## config.mk

```make
export PLATFORM = sky130hd
export DESIGN_NAME = exc_state_unit
export DESIGN_NICKNAME = d
export VERILOG_FILES = /design/src/rtl/exc_pkg.sv /design/src/rtl/exc_offset_calc.sv /design/src/rtl/exc_entry_status.sv /design/src/rtl/exc_bank_file.sv /design/src/rtl/exc_state_unit.sv
export SDC_FILE = /design/constraint.sdc
export NUM_CORES = 1
export LEC_CHECK = 0
export ABC_AREA = 1
export BUFFER_PORTS_ARGS = -buffer_cell sky130_fd_sc_hd__buf_2
export CELL_PAD_IN_SITES_DETAIL_PLACEMENT = 1
export CELL_PAD_IN_SITES_GLOBAL_PLACEMENT = 2
export CORE_UTILIZATION = 37
export CTS_BUF_LIST = sky130_fd_sc_hd__clkbuf_8
export CTS_CLUSTER_DIAMETER = 40
export DETAILED_ROUTE_END_ITERATION = 10
export GPL_TIMING_DRIVEN = 0
export PLACE_DENSITY = 0.88
export SYNTH_ARGS = -nofsm -noshare
export SYNTH_HDL_FRONTEND = slang
export SYNTH_SLANG_ARGS = --single-unit
export TNS_END_PERCENT = 1
```

## constraint.sdc

```tcl
create_clock -name clk -period 2.59 [get_ports clk]
set_input_delay 0.259 -clock clk [delete_from_list [all_inputs] [get_ports clk]]
set_output_delay 0.259 -clock clk [all_outputs]
set_load 0.05 [all_outputs]
```

## src/rtl/exc_pkg.sv

```systemverilog
package exc_pkg;

   typedef enum logic [2:0] {
      EXC_RESET = 3'd0,
      EXC_UNDEF = 3'd1,
      EXC_SWI   = 3'd2,
      EXC_PABT  = 3'd3,
      EXC_DABT  = 3'd4,
      EXC_IRQ   = 3'd5,
      EXC_FIQ   = 3'd6,
      EXC_BL    = 3'd7
   } exc_code_t;

   typedef enum logic [2:0] {
      BANK_USR = 3'd0,
      BANK_SVC = 3'd1,
      BANK_UND = 3'd2,
      BANK_ABT = 3'd3,
      BANK_IRQ = 3'd4,
      BANK_FIQ = 3'd5
   } bank_t;

   localparam int NUM_BANKS = 6;
   localparam int MODE_W    = 5;
   localparam int T_BIT     = 5;
   localparam int F_BIT     = 6;
   localparam int I_BIT     = 7;

   localparam logic [MODE_W-1:0] MODE_USR = 5'h10;
   localparam logic [MODE_W-1:0] MODE_FIQ = 5'h11;
   localparam logic [MODE_W-1:0] MODE_IRQ = 5'h12;
   localparam logic [MODE_W-1:0] MODE_SVC = 5'h13;
   localparam logic [MODE_W-1:0] MODE_ABT = 5'h17;
   localparam logic [MODE_W-1:0] MODE_UND = 5'h1B;
   localparam logic [MODE_W-1:0] MODE_SYS = 5'h1F;

   function automatic bank_t mode_to_bank(input logic [MODE_W-1:0] m);
      bank_t b;
      case (m)
         MODE_FIQ: b = BANK_FIQ;
         MODE_IRQ: b = BANK_IRQ;
         MODE_SVC: b = BANK_SVC;
         MODE_ABT: b = BANK_ABT;
         MODE_UND: b = BANK_UND;
         default:  b = BANK_USR;
      endcase
      return b;
   endfunction

   function automatic bank_t exc_to_bank(input exc_code_t c);
      bank_t b;
      case (c)
         EXC_RESET, EXC_SWI:  b = BANK_SVC;
         EXC_UNDEF:           b = BANK_UND;
         EXC_PABT, EXC_DABT:  b = BANK_ABT;
         EXC_IRQ:             b = BANK_IRQ;
         EXC_FIQ:             b = BANK_FIQ;
         default:             b = BANK_USR;
      endcase
      return b;
   endfunction

   function automatic logic [MODE_W-1:0] exc_to_mode(input exc_code_t c);
      logic [MODE_W-1:0] m;
      case (c)
         EXC_RESET, EXC_SWI:  m = MODE_SVC;
         EXC_UNDEF:           m = MODE_UND;
         EXC_PABT, EXC_DABT:  m = MODE_ABT;
         EXC_IRQ:             m = MODE_IRQ;
         EXC_FIQ:             m = MODE_FIQ;
         default:             m = MODE_USR;
      endcase
      return m;
   endfunction

endpackage

```

## src/rtl/exc_offset_calc.sv

```systemverilog
module exc_offset_calc
   import exc_pkg::*;
#(
   parameter int              PC_W       = 32,
   parameter logic [PC_W-1:0] RESET_LINK = '0
) (
   input  exc_code_t         code_i,
   input  logic              thumb_i,
   input  logic [PC_W-1:0]   pc_i,
   input  logic [PC_W-1:0]   link_i,
   output logic [PC_W-1:0]   link_val_o,
   output logic [PC_W-1:0]   ret_val_o
);

   localparam logic [PC_W-1:0] OFF_0 = '0;
   localparam logic [PC_W-1:0] OFF_2 = PC_W'(2);
   localparam logic [PC_W-1:0] OFF_4 = PC_W'(4);
   localparam logic [PC_W-1:0] OFF_8 = PC_W'(8);

   logic [PC_W-1:0] link_off;
   logic [PC_W-1:0] ret_off;

   always_comb begin
      case (code_i)
         EXC_BL, EXC_SWI, EXC_UNDEF: link_off = thumb_i ? OFF_2 : OFF_4;
         EXC_PABT, EXC_IRQ, EXC_FIQ: link_off = OFF_4;
         EXC_DABT:                   link_off = OFF_8;
         default:                    link_off = OFF_0;
      endcase
   end

   always_comb begin
      case (code_i)
         EXC_PABT, EXC_IRQ, EXC_FIQ: ret_off = OFF_4;
         EXC_DABT:                   ret_off = OFF_8;
         default:                    ret_off = OFF_0;
      endcase
   end

   assign link_val_o = (code_i == EXC_RESET) ? RESET_LINK : pc_i + link_off;
   assign ret_val_o  = link_i - ret_off;

endmodule

```

## src/rtl/exc_entry_status.sv

```systemverilog
module exc_entry_status
   import exc_pkg::*;
#(
   parameter int ST_W = 32
) (
   input  exc_code_t         code_i,
   input  logic [ST_W-1:0]   status_i,
   output logic [ST_W-1:0]   status_o
);

   logic mask_fiq;

   assign mask_fiq = (code_i == EXC_FIQ) || (code_i == EXC_RESET);

   always_comb begin
      status_o               = status_i;
      status_o[MODE_W-1:0]   = exc_to_mode(code_i);
      status_o[T_BIT]        = 1'b0;
      status_o[I_BIT]        = 1'b1;
      if (mask_fiq) begin
         status_o[F_BIT]     = 1'b1;
      end
   end

endmodule

```

## src/rtl/exc_bank_file.sv

```systemverilog
module exc_bank_file
   import exc_pkg::*;
#(
   parameter int PC_W = 32,
   parameter int ST_W = 32,
   parameter int NB   = NUM_BANKS
) (
   input  logic              clk,
   input  logic              rst_n,
   input  logic              lr_we_i,
   input  bank_t             lr_sel_i,
   input  logic [PC_W-1:0]   lr_wdata_i,
   input  logic              sr_we_i,
   input  bank_t             sr_sel_i,
   input  logic [ST_W-1:0]   sr_wdata_i,
   input  bank_t             rd_sel_i,
   output logic [PC_W-1:0]   lr_rdata_o,
   output logic [ST_W-1:0]   sr_rdata_o,
   output logic              sr_present_o
);

   logic [PC_W-1:0] lr_q [NB];
   logic [ST_W-1:0] sr_q [NB];
   logic [NB-1:0]   has_sr;

   for (genvar g = 0; g < NB; g++) begin : g_bank
      logic [PC_W-1:0] lr_r;

      always_ff @(posedge clk or negedge rst_n) begin
         if (!rst_n) begin
            lr_r <= '0;
         end else if (lr_we_i && (int'(lr_sel_i) == g)) begin
            lr_r <= lr_wdata_i;
         end
      end
      assign lr_q[g] = lr_r;

      if (g == int'(BANK_USR)) begin : g_no_sr
         assign sr_q[g]   = '0;
         assign has_sr[g] = 1'b0;
      end else begin : g_sr
         logic [ST_W-1:0] sr_r;

         always_ff @(posedge clk or negedge rst_n) begin
            if (!rst_n) begin
               sr_r <= '0;
            end else if (sr_we_i && (int'(sr_sel_i) == g)) begin
               sr_r <= sr_wdata_i;
            end
         end
         assign sr_q[g]   = sr_r;
         assign has_sr[g] = 1'b1;
      end
   end

   assign lr_rdata_o   = lr_q[rd_sel_i];
   assign sr_rdata_o   = sr_q[rd_sel_i];
   assign sr_present_o = has_sr[rd_sel_i];

endmodule

```

## src/rtl/exc_state_unit.sv

```systemverilog
module exc_state_unit
   import exc_pkg::*;
#(
   parameter int              PC_W       = 32,
   parameter int              ST_W       = 32,
   parameter logic [PC_W-1:0] RESET_LINK = '0
) (
   input  logic              clk,
   input  logic              rst_n,
   input  logic              enter_i,
   input  logic              ret_i,
   input  logic [2:0]        exc_code_i,
   input  logic [PC_W-1:0]   pc_i,
   input  logic [ST_W-1:0]   status_i,
   output logic [PC_W-1:0]   ret_pc_o,
   output logic              ret_valid_o,
   output logic [ST_W-1:0]   status_o,
   output logic              status_valid_o
);

   if (ST_W < 8) begin : g_chk_st
      $error("status word must hold mode, state and both disable flags");
   end
   if (PC_W < 4) begin : g_chk_pc
      $error("address width too small for the link offsets");
   end

   exc_code_t       code;
   bank_t           cur_bank;
   bank_t           tgt_bank;
   logic            is_bl;
   logic            do_enter;
   logic            do_ret;
   logic [PC_W-1:0] link_val;
   logic [PC_W-1:0] ret_val;
   logic [PC_W-1:0] lr_rdata;
   logic [ST_W-1:0] sr_rdata;
   logic            sr_present;
   logic [ST_W-1:0] entry_status;

   assign code     = exc_code_t'(exc_code_i);
   assign cur_bank = mode_to_bank(status_i[MODE_W-1:0]);
   assign tgt_bank = exc_to_bank(code);
   assign is_bl    = (code == EXC_BL);
   assign do_enter = enter_i;
   assign do_ret   = ret_i && !enter_i && (code != EXC_RESET);

   exc_offset_calc #(
      .PC_W       (PC_W),
      .RESET_LINK (RESET_LINK)
   ) u_offs (
      .code_i     (code),
      .thumb_i    (status_i[T_BIT]),
      .pc_i       (pc_i),
      .link_i     (lr_rdata),
      .link_val_o (link_val),
      .ret_val_o  (ret_val)
   );

   exc_entry_status #(
      .ST_W (ST_W)
   ) u_entry (
      .code_i   (code),
      .status_i (status_i),
      .status_o (entry_status)
   );

   exc_bank_file #(
      .PC_W (PC_W),
      .ST_W (ST_W),
      .NB   (NUM_BANKS)
   ) u_banks (
      .clk          (clk),
      .rst_n        (rst_n),
      .lr_we_i      (do_enter),
      .lr_sel_i     (is_bl ? cur_bank : tgt_bank),
      .lr_wdata_i   (link_val),
      .sr_we_i      (do_enter && !is_bl),
      .sr_sel_i     (tgt_bank),
      .sr_wdata_i   (status_i),
      .rd_sel_i     (cur_bank),
      .lr_rdata_o   (lr_rdata),
      .sr_rdata_o   (sr_rdata),
      .sr_present_o (sr_present)
   );

   always_ff @(posedge clk or negedge rst_n) begin
      if (!rst_n) begin
         status_o       <= '0;
         status_valid_o <= 1'b0;
      end else if (do_enter && !is_bl) begin
         status_o       <= entry_status;
         status_valid_o <= 1'b1;
      end else if (do_ret && !is_bl && sr_present) begin
         status_o       <= sr_rdata;
         status_valid_o <= 1'b1;
      end else begin
         status_valid_o <= 1'b0;
      end
   end

   always_ff @(posedge clk or negedge rst_n) begin
      if (!rst_n) begin
         ret_pc_o    <= '0;
         ret_valid_o <= 1'b0;
      end else begin
         ret_valid_o <= do_ret;
         if (do_ret) begin
            ret_pc_o <= ret_val;
         end
      end
   end

endmodule

```

=== After elaboration in Yosys (flattened, before gate mapping) ===
Memory sizes are Yosys's and may differ from the RTL's.
Index checks and enable logic that the tools add are counted.

* Flip-flop bits (word level): 418
* Bits in read-only memories: 8
* Input bits: 71
* Logic and storage cells: 90
* Memories: 1

* $add $sub $neg: 2
* Order comparisons: 2
* Equal/unequal tests: 22
* Multiplexer cells: 20
* Bitwise operators: 1
* Reductions and logical operators: 27

{| class="wikitable"
|+ Memory list
! memory !! depth !! width !! rd ports !! clocked after Yosys merged registers in !! write ports !! RTL line !! text
|-
| (no name shown) || 8 || 1 || 1 || 0 || 0 || exc_bank_file.sv:58 || <nowiki>assign sr_present_o = has_sr[rd_sel_i];</nowiki>
|}

{| class="wikitable"
|+ Operators by type and width
! operator !! number
|-
| $mux 32 || 7
|-
| $bmux 32 s3 || 2
|-
| $pmux 32 s3 || 1
|-
| $eq 3x3->1 const B || 12
|-
| $add 32x32->32 || 1
|-
| $sub 32x4->32 || 1
|-
| $pmux 3 s5 || 2
|-
| $eq 5x5->1 const B || 5
|-
| $pmux 4 s5 || 1
|-
| $logic_and 1x1->1 || 16
|-
| $eq 3x2->1 const B || 4
|-
| $pmux 4 s2 || 1
|-
| $logic_not 3->1 || 2
|-
| $mux 3 || 2
|-
| $reduce_or 3->1 || 2
|-
| $ge 4x4->1 const B || 1
|-
| $lt 3x4->1 const B || 1
|-
| $mux 1 || 4
|-
| $not 3->4 || 1
|-
| $reduce_or 2->1 || 2
|-
| $eq 3x1->1 const B || 1
|-
| $reduce_bool 3->1 || 1
|-
| $logic_not 1->1 || 2
|-
| $reduce_bool 2->1 || 1
|-
| $logic_or 1x1->1 || 1
|}

=== Depth between registers and ports, before layout ===
* Depth in word-level cells: 8
* Mapped depth: 22
* Depth with buffers taken out: 20

=== Cells and area by module ===
From an unflattened synthesis, not the netlist that was laid out.

* Cell total of the unflattened synthesis: 2977
* Area, all modules: 21775.9 µm²

{| class="wikitable"
|+ By module, submodules not included
! module !! instances !! cells each !! area each (µm²) !! sequential area each (µm²)
|-
| exc_bank_file || 1 || 2078 || 16345.7 || 8808.4
|-
| exc_state_unit || 1 || 421 || 3128.0 || 1651.6
|-
| exc_offset_calc || 1 || 436 || 2038.2 || 0.0
|-
| exc_entry_status || 1 || 42 || 264.0 || 0.0
|}

=== Worst setup path before layout ===
OpenSTA, ideal clock, no wires.

* Path type: input port to flip-flop
* From: input port status_i[4]
* To: register ret_pc_o[30]
* Setup time: 0.066 ns
* Arrival: 2.941 ns
* Data required time: 2.524 ns
* Setup slack: -0.417 ns
* Stages on the path: 22
* Buffers on the path: 5
* Cells stage by stage: nand2_2 nor2_8 nand2_4 buf_6 buf_6 buf_4 clkbuf_1 buf_2 o21ai_0 o32a_1 ha_1 inv_1 fa_1 inv_1 nand3_1 inv_2 nand2_1 nor2_4 nand2_2 o21ai_1 nand3_1 nand2_1

* Word-level cells in the longest chain between the ends: 7
* Elaborated cells between the ends (all ways): 11
* Those cells by class: 1 x add/sub; 5 x eq/ne; 4 x mux; 1 x bitwise

{| class="wikitable"
|+ RTL lines
! item !! RTL line !! text
|-
| start: declaration || exc_state_unit.sv:14 || <nowiki>input logic [ST_W-1:0] status_i,</nowiki>
|-
| $eq 5x5->1 || exc_pkg.sv:39 || <nowiki>case (m)</nowiki>
|-
| $pmux 3 s5 * || exc_pkg.sv:39 ||
|-
| $not 3->4 (not written as such) * || exc_bank_file.sv:56 || <nowiki>assign lr_rdata_o = lr_q[rd_sel_i];</nowiki>
|-
| $bmux 32 s3 * || exc_bank_file.sv:56 ||
|-
| $mux 32 (not written as such) * (2 in series) || exc_bank_file.sv:56 ||
|-
| $sub 32x4->32 * || exc_offset_calc.sv:41 || <nowiki>assign ret_val_o = link_i - ret_off;</nowiki>
|-
| end signal: assignment || exc_state_unit.sv:109 || <nowiki>ret_pc_o <= ret_val;</nowiki>
|-
| end: declaration || exc_state_unit.sv:15 || <nowiki>output logic [PC_W-1:0] ret_pc_o,</nowiki>
|}

Every way passes the cells marked *; elsewhere a longest branch is shown, timed or not. The select of a mux whose other input is x is not followed.
A chain may end at the register's enable or synchronous reset.

=== Worst setup path after layout ===
* From: input port status_i[4]
* To: register ret_pc_o[22]

Same word-level chain as after synthesis.

==> flow_summary.yaml <==
synth:
  synth_flop_cell: "dfrtp_1"
  synth_cell_type_count: 44
  netlist_area_sq_um: 20900
  synth_seq_cells: 418
  async_reset_ff_frac: 1.00
  yosys_warnings: 0
  synthCells: 2736
  syn_nets: 2814
  synth_edf_count: 0
  post_synth.cell_area_avg_sq_um: 7.64
  seq_area_frac_synth: 0.500
drt:
  final_antenna_net_count: 0
  vias: 20800
  via_per_inst: 5.43
  firstDrtPassIters: 5
  wirelength_microns: 85800
  drc_errors: 0
  drt_iter0_drc: 1470
  wl_per_cell_microns: 22.4
sta:
  period_minus_slack_ns: 2.55
  fin_worst_skew_ns: 0.0325
  hold_violations: 0
  setup_viol: 0
  clock.fmax_mhz: 392
  fin_ws_ns: 0.0361
  hold-worst-slack_ns: 0.0389
  max_slew_margin: 0.389
  fin_tns_setup_ns: 0
  slew_viol_final: 0
  tightest_slew_ns: 0.917
  rsz0062_at_grt: "yes"
  finalCritPeriodShare: 0.986
floorplan:
  start_util: 0.377
  core_sq_um: 55400
  die_w_microns: 240
  die_h_microns: 240
  die_area_sq_um: 57500
  ios: 137
  fp-row-count: 86
cells_and_area:
  fin_cells: 3830
  drive_above_1_share: 0.160
  fin_nets: 3085
  synthToLayoutAreaGrowth_pct: 22.3
grt:
  overflow: 0
  grt_pass1_vias: 22100
  grt_max_degree: 115
  grt_usage: 0.305
  grt_first_pass_wirelength_microns: 132000
  antenna_found_initial: 1
critical_path:
  endpoint_kind: "flip-flop"
  worstSetupStartpoint: "status_i[4]"
  crit_path_start_kind: "primary input"
  cp_max_fo: 19
  r2r.worst_path.cells: 16
  required_ns: 3.22
  r2r-start: "u_banks.g_bank[0].lr_r[2]"
  arrival_ns: 3.18
  path_class: "in2reg"
place:
  pre_cts_slack_ns: -1.74
  hpwl_microns: 61200
  routabilityCongestion: 0.937
  port_buffers: 135
  placed_cells: 3623
hold_path:
  hold_class: "in2reg"
  hp-start: "status_i[5]"
  hold_depth: 3
clocking:
  clock_sink_count: 418
  clkLatencyLatePin_ns: 0.70
  cts_buffers: 88
  root_buffer: "clkbuf_8"
  clockBufferDepth: 3
  cts.htree.levels: 3
  cts.clk_slew.worst_paths_ns: 0.06
  cts_tree: "yes"
power_and_ir_drop:
  p_leak_nw: 12.3
  p_per_area_nw_per_um2: 854
  ir_worst_vdd_mv: 0.447
job:
  maxCapViolCount: 0
status:
  status: "completed"
## layout make-up
class                   instances  area (sq um)
clock buffers                 109          1500
multi-input cells            1942          9180
clock inverters                55           510
inverters                     223           860
fillers                      6818         29900
flip-flops and latches        418         10500
repair buffers                189          1260
plain buffers                 145           845
diodes                          1          2.50
well taps                     748           936
## through the flow
step	total power [mW]	area, sq um	utilization
floorplan	11.9	21000	-
finish	21.8	25600	0.461
detailed placement	13.7	22700	0.410
CTS	21.8	25300	0.456
global placement	13.4	22600	0.407
global route	23.0	25600	0.461
## critical path: stages
cell and delay (ns):
buf_2 0.13, nand2_2 0.10, nor2_8 0.13, nand2_4 0.08
inv_4 0.18, buf_12 0.20, buf_12 0.17, a21oi_1 0.08
o21ai_0 0.11, nand3_2 0.17, buf_4 0.18, fa_2 0.40
inv_2 0.08, nand3_4 0.10, inv_4 0.09, nand2_2 0.08
nor2_4 0.15, nand2_2 0.12, o21ai_1 0.13, nand3_1 0.11
nand2_1 0.10
## layout by cell type, fill, tap and decap left out, types with 57 or more instances in the layout
master / instances
dfrtp_1: 418
nand3_1: 155
nor2_1: 208
buf_2: 164
nand2_1: 811
o21ai_0: 469
o21ai_1: 57
clkbuf_8: 110
clkbuf_1: 84
inv_1: 215
## synth_stat cells (14+ instances only)
library cell	n	area, sq um
nand3_1	164	821
o21ai_0	496	2480
inv_2	16	60.1
a21oi_1	40	200
clkbuf_1	91	342
o211ai_1	26	195
dfrtp_1	418	10500
o21ai_1	38	190
nor3_1	17	85.1
buf_2	40	200
nand2_1	820	3080
nand4_1	14	87.6
nor2_1	223	837
inv_1	205	769
## state kept, by name (all words and copies together) (netlist names)
register	count
ret_pc_o	32
status_o	32
u_banks.g_bank.g_sr.sr_r	160
status_valid_o	1
ret_valid_o	1
u_banks.g_bank.lr_r	192
## logic make-up after synthesis
family	after synthesis	share of synthesized area
DFF	418	0.500
buffers and inverters	376	0.0749
adders and majority gates	7	0.00491
xor gates and xnor gates	4	0.00168
AOI/OAI and AO/OA	634	0.159
and+or+nand+nor	1297	0.259
## per-layer routing
layer,wire length [microns],up-vias,GRT usage,share of wire
met5,0,-,0,0
met4,3400,0,0.128,0.040
met3,4990,201,0.0584,0.058
met2,41000,642,0.512,0.48
met1,36400,10500,0.382,0.42
li1,-,9436,-,-
## path summary, 6_finish.rpt
path | endpoint | slack, ns
hold reg to reg | ret_pc_o[18] | 0.47
min in group asynchronous | u_banks.g_bank[2].lr_r[9] | 0.10
setup reg to reg | ret_pc_o[22] | 0.10
max in group asynchronous | u_banks.g_bank[2].lr_r[26] | 0.95
setup / recovery | ret_pc_o[22] | 0.04
hold / removal | u_banks.g_bank[4].g_sr.sr_r[5] | 0.04
## timing repair
item	CTS	global route
setup buffers	9	8
hold buffers	33	0
pin swaps	8	11
setup endpoints to repair	155	163
endpoints found under the hold margin	328	0
resized for setup	66	82
## power by group
| group | leakage [nW] | internal, mW | switching, mW |
|---|---|---|---|
| sequential | 5.23 | 7.97 | 0.729 |
| clock | 1.09 | 4.67 | 3.35 |
| combinational | 5.97 | 1.49 | 3.63 |
Note: power is estimated with default switching activity, not from simulation.
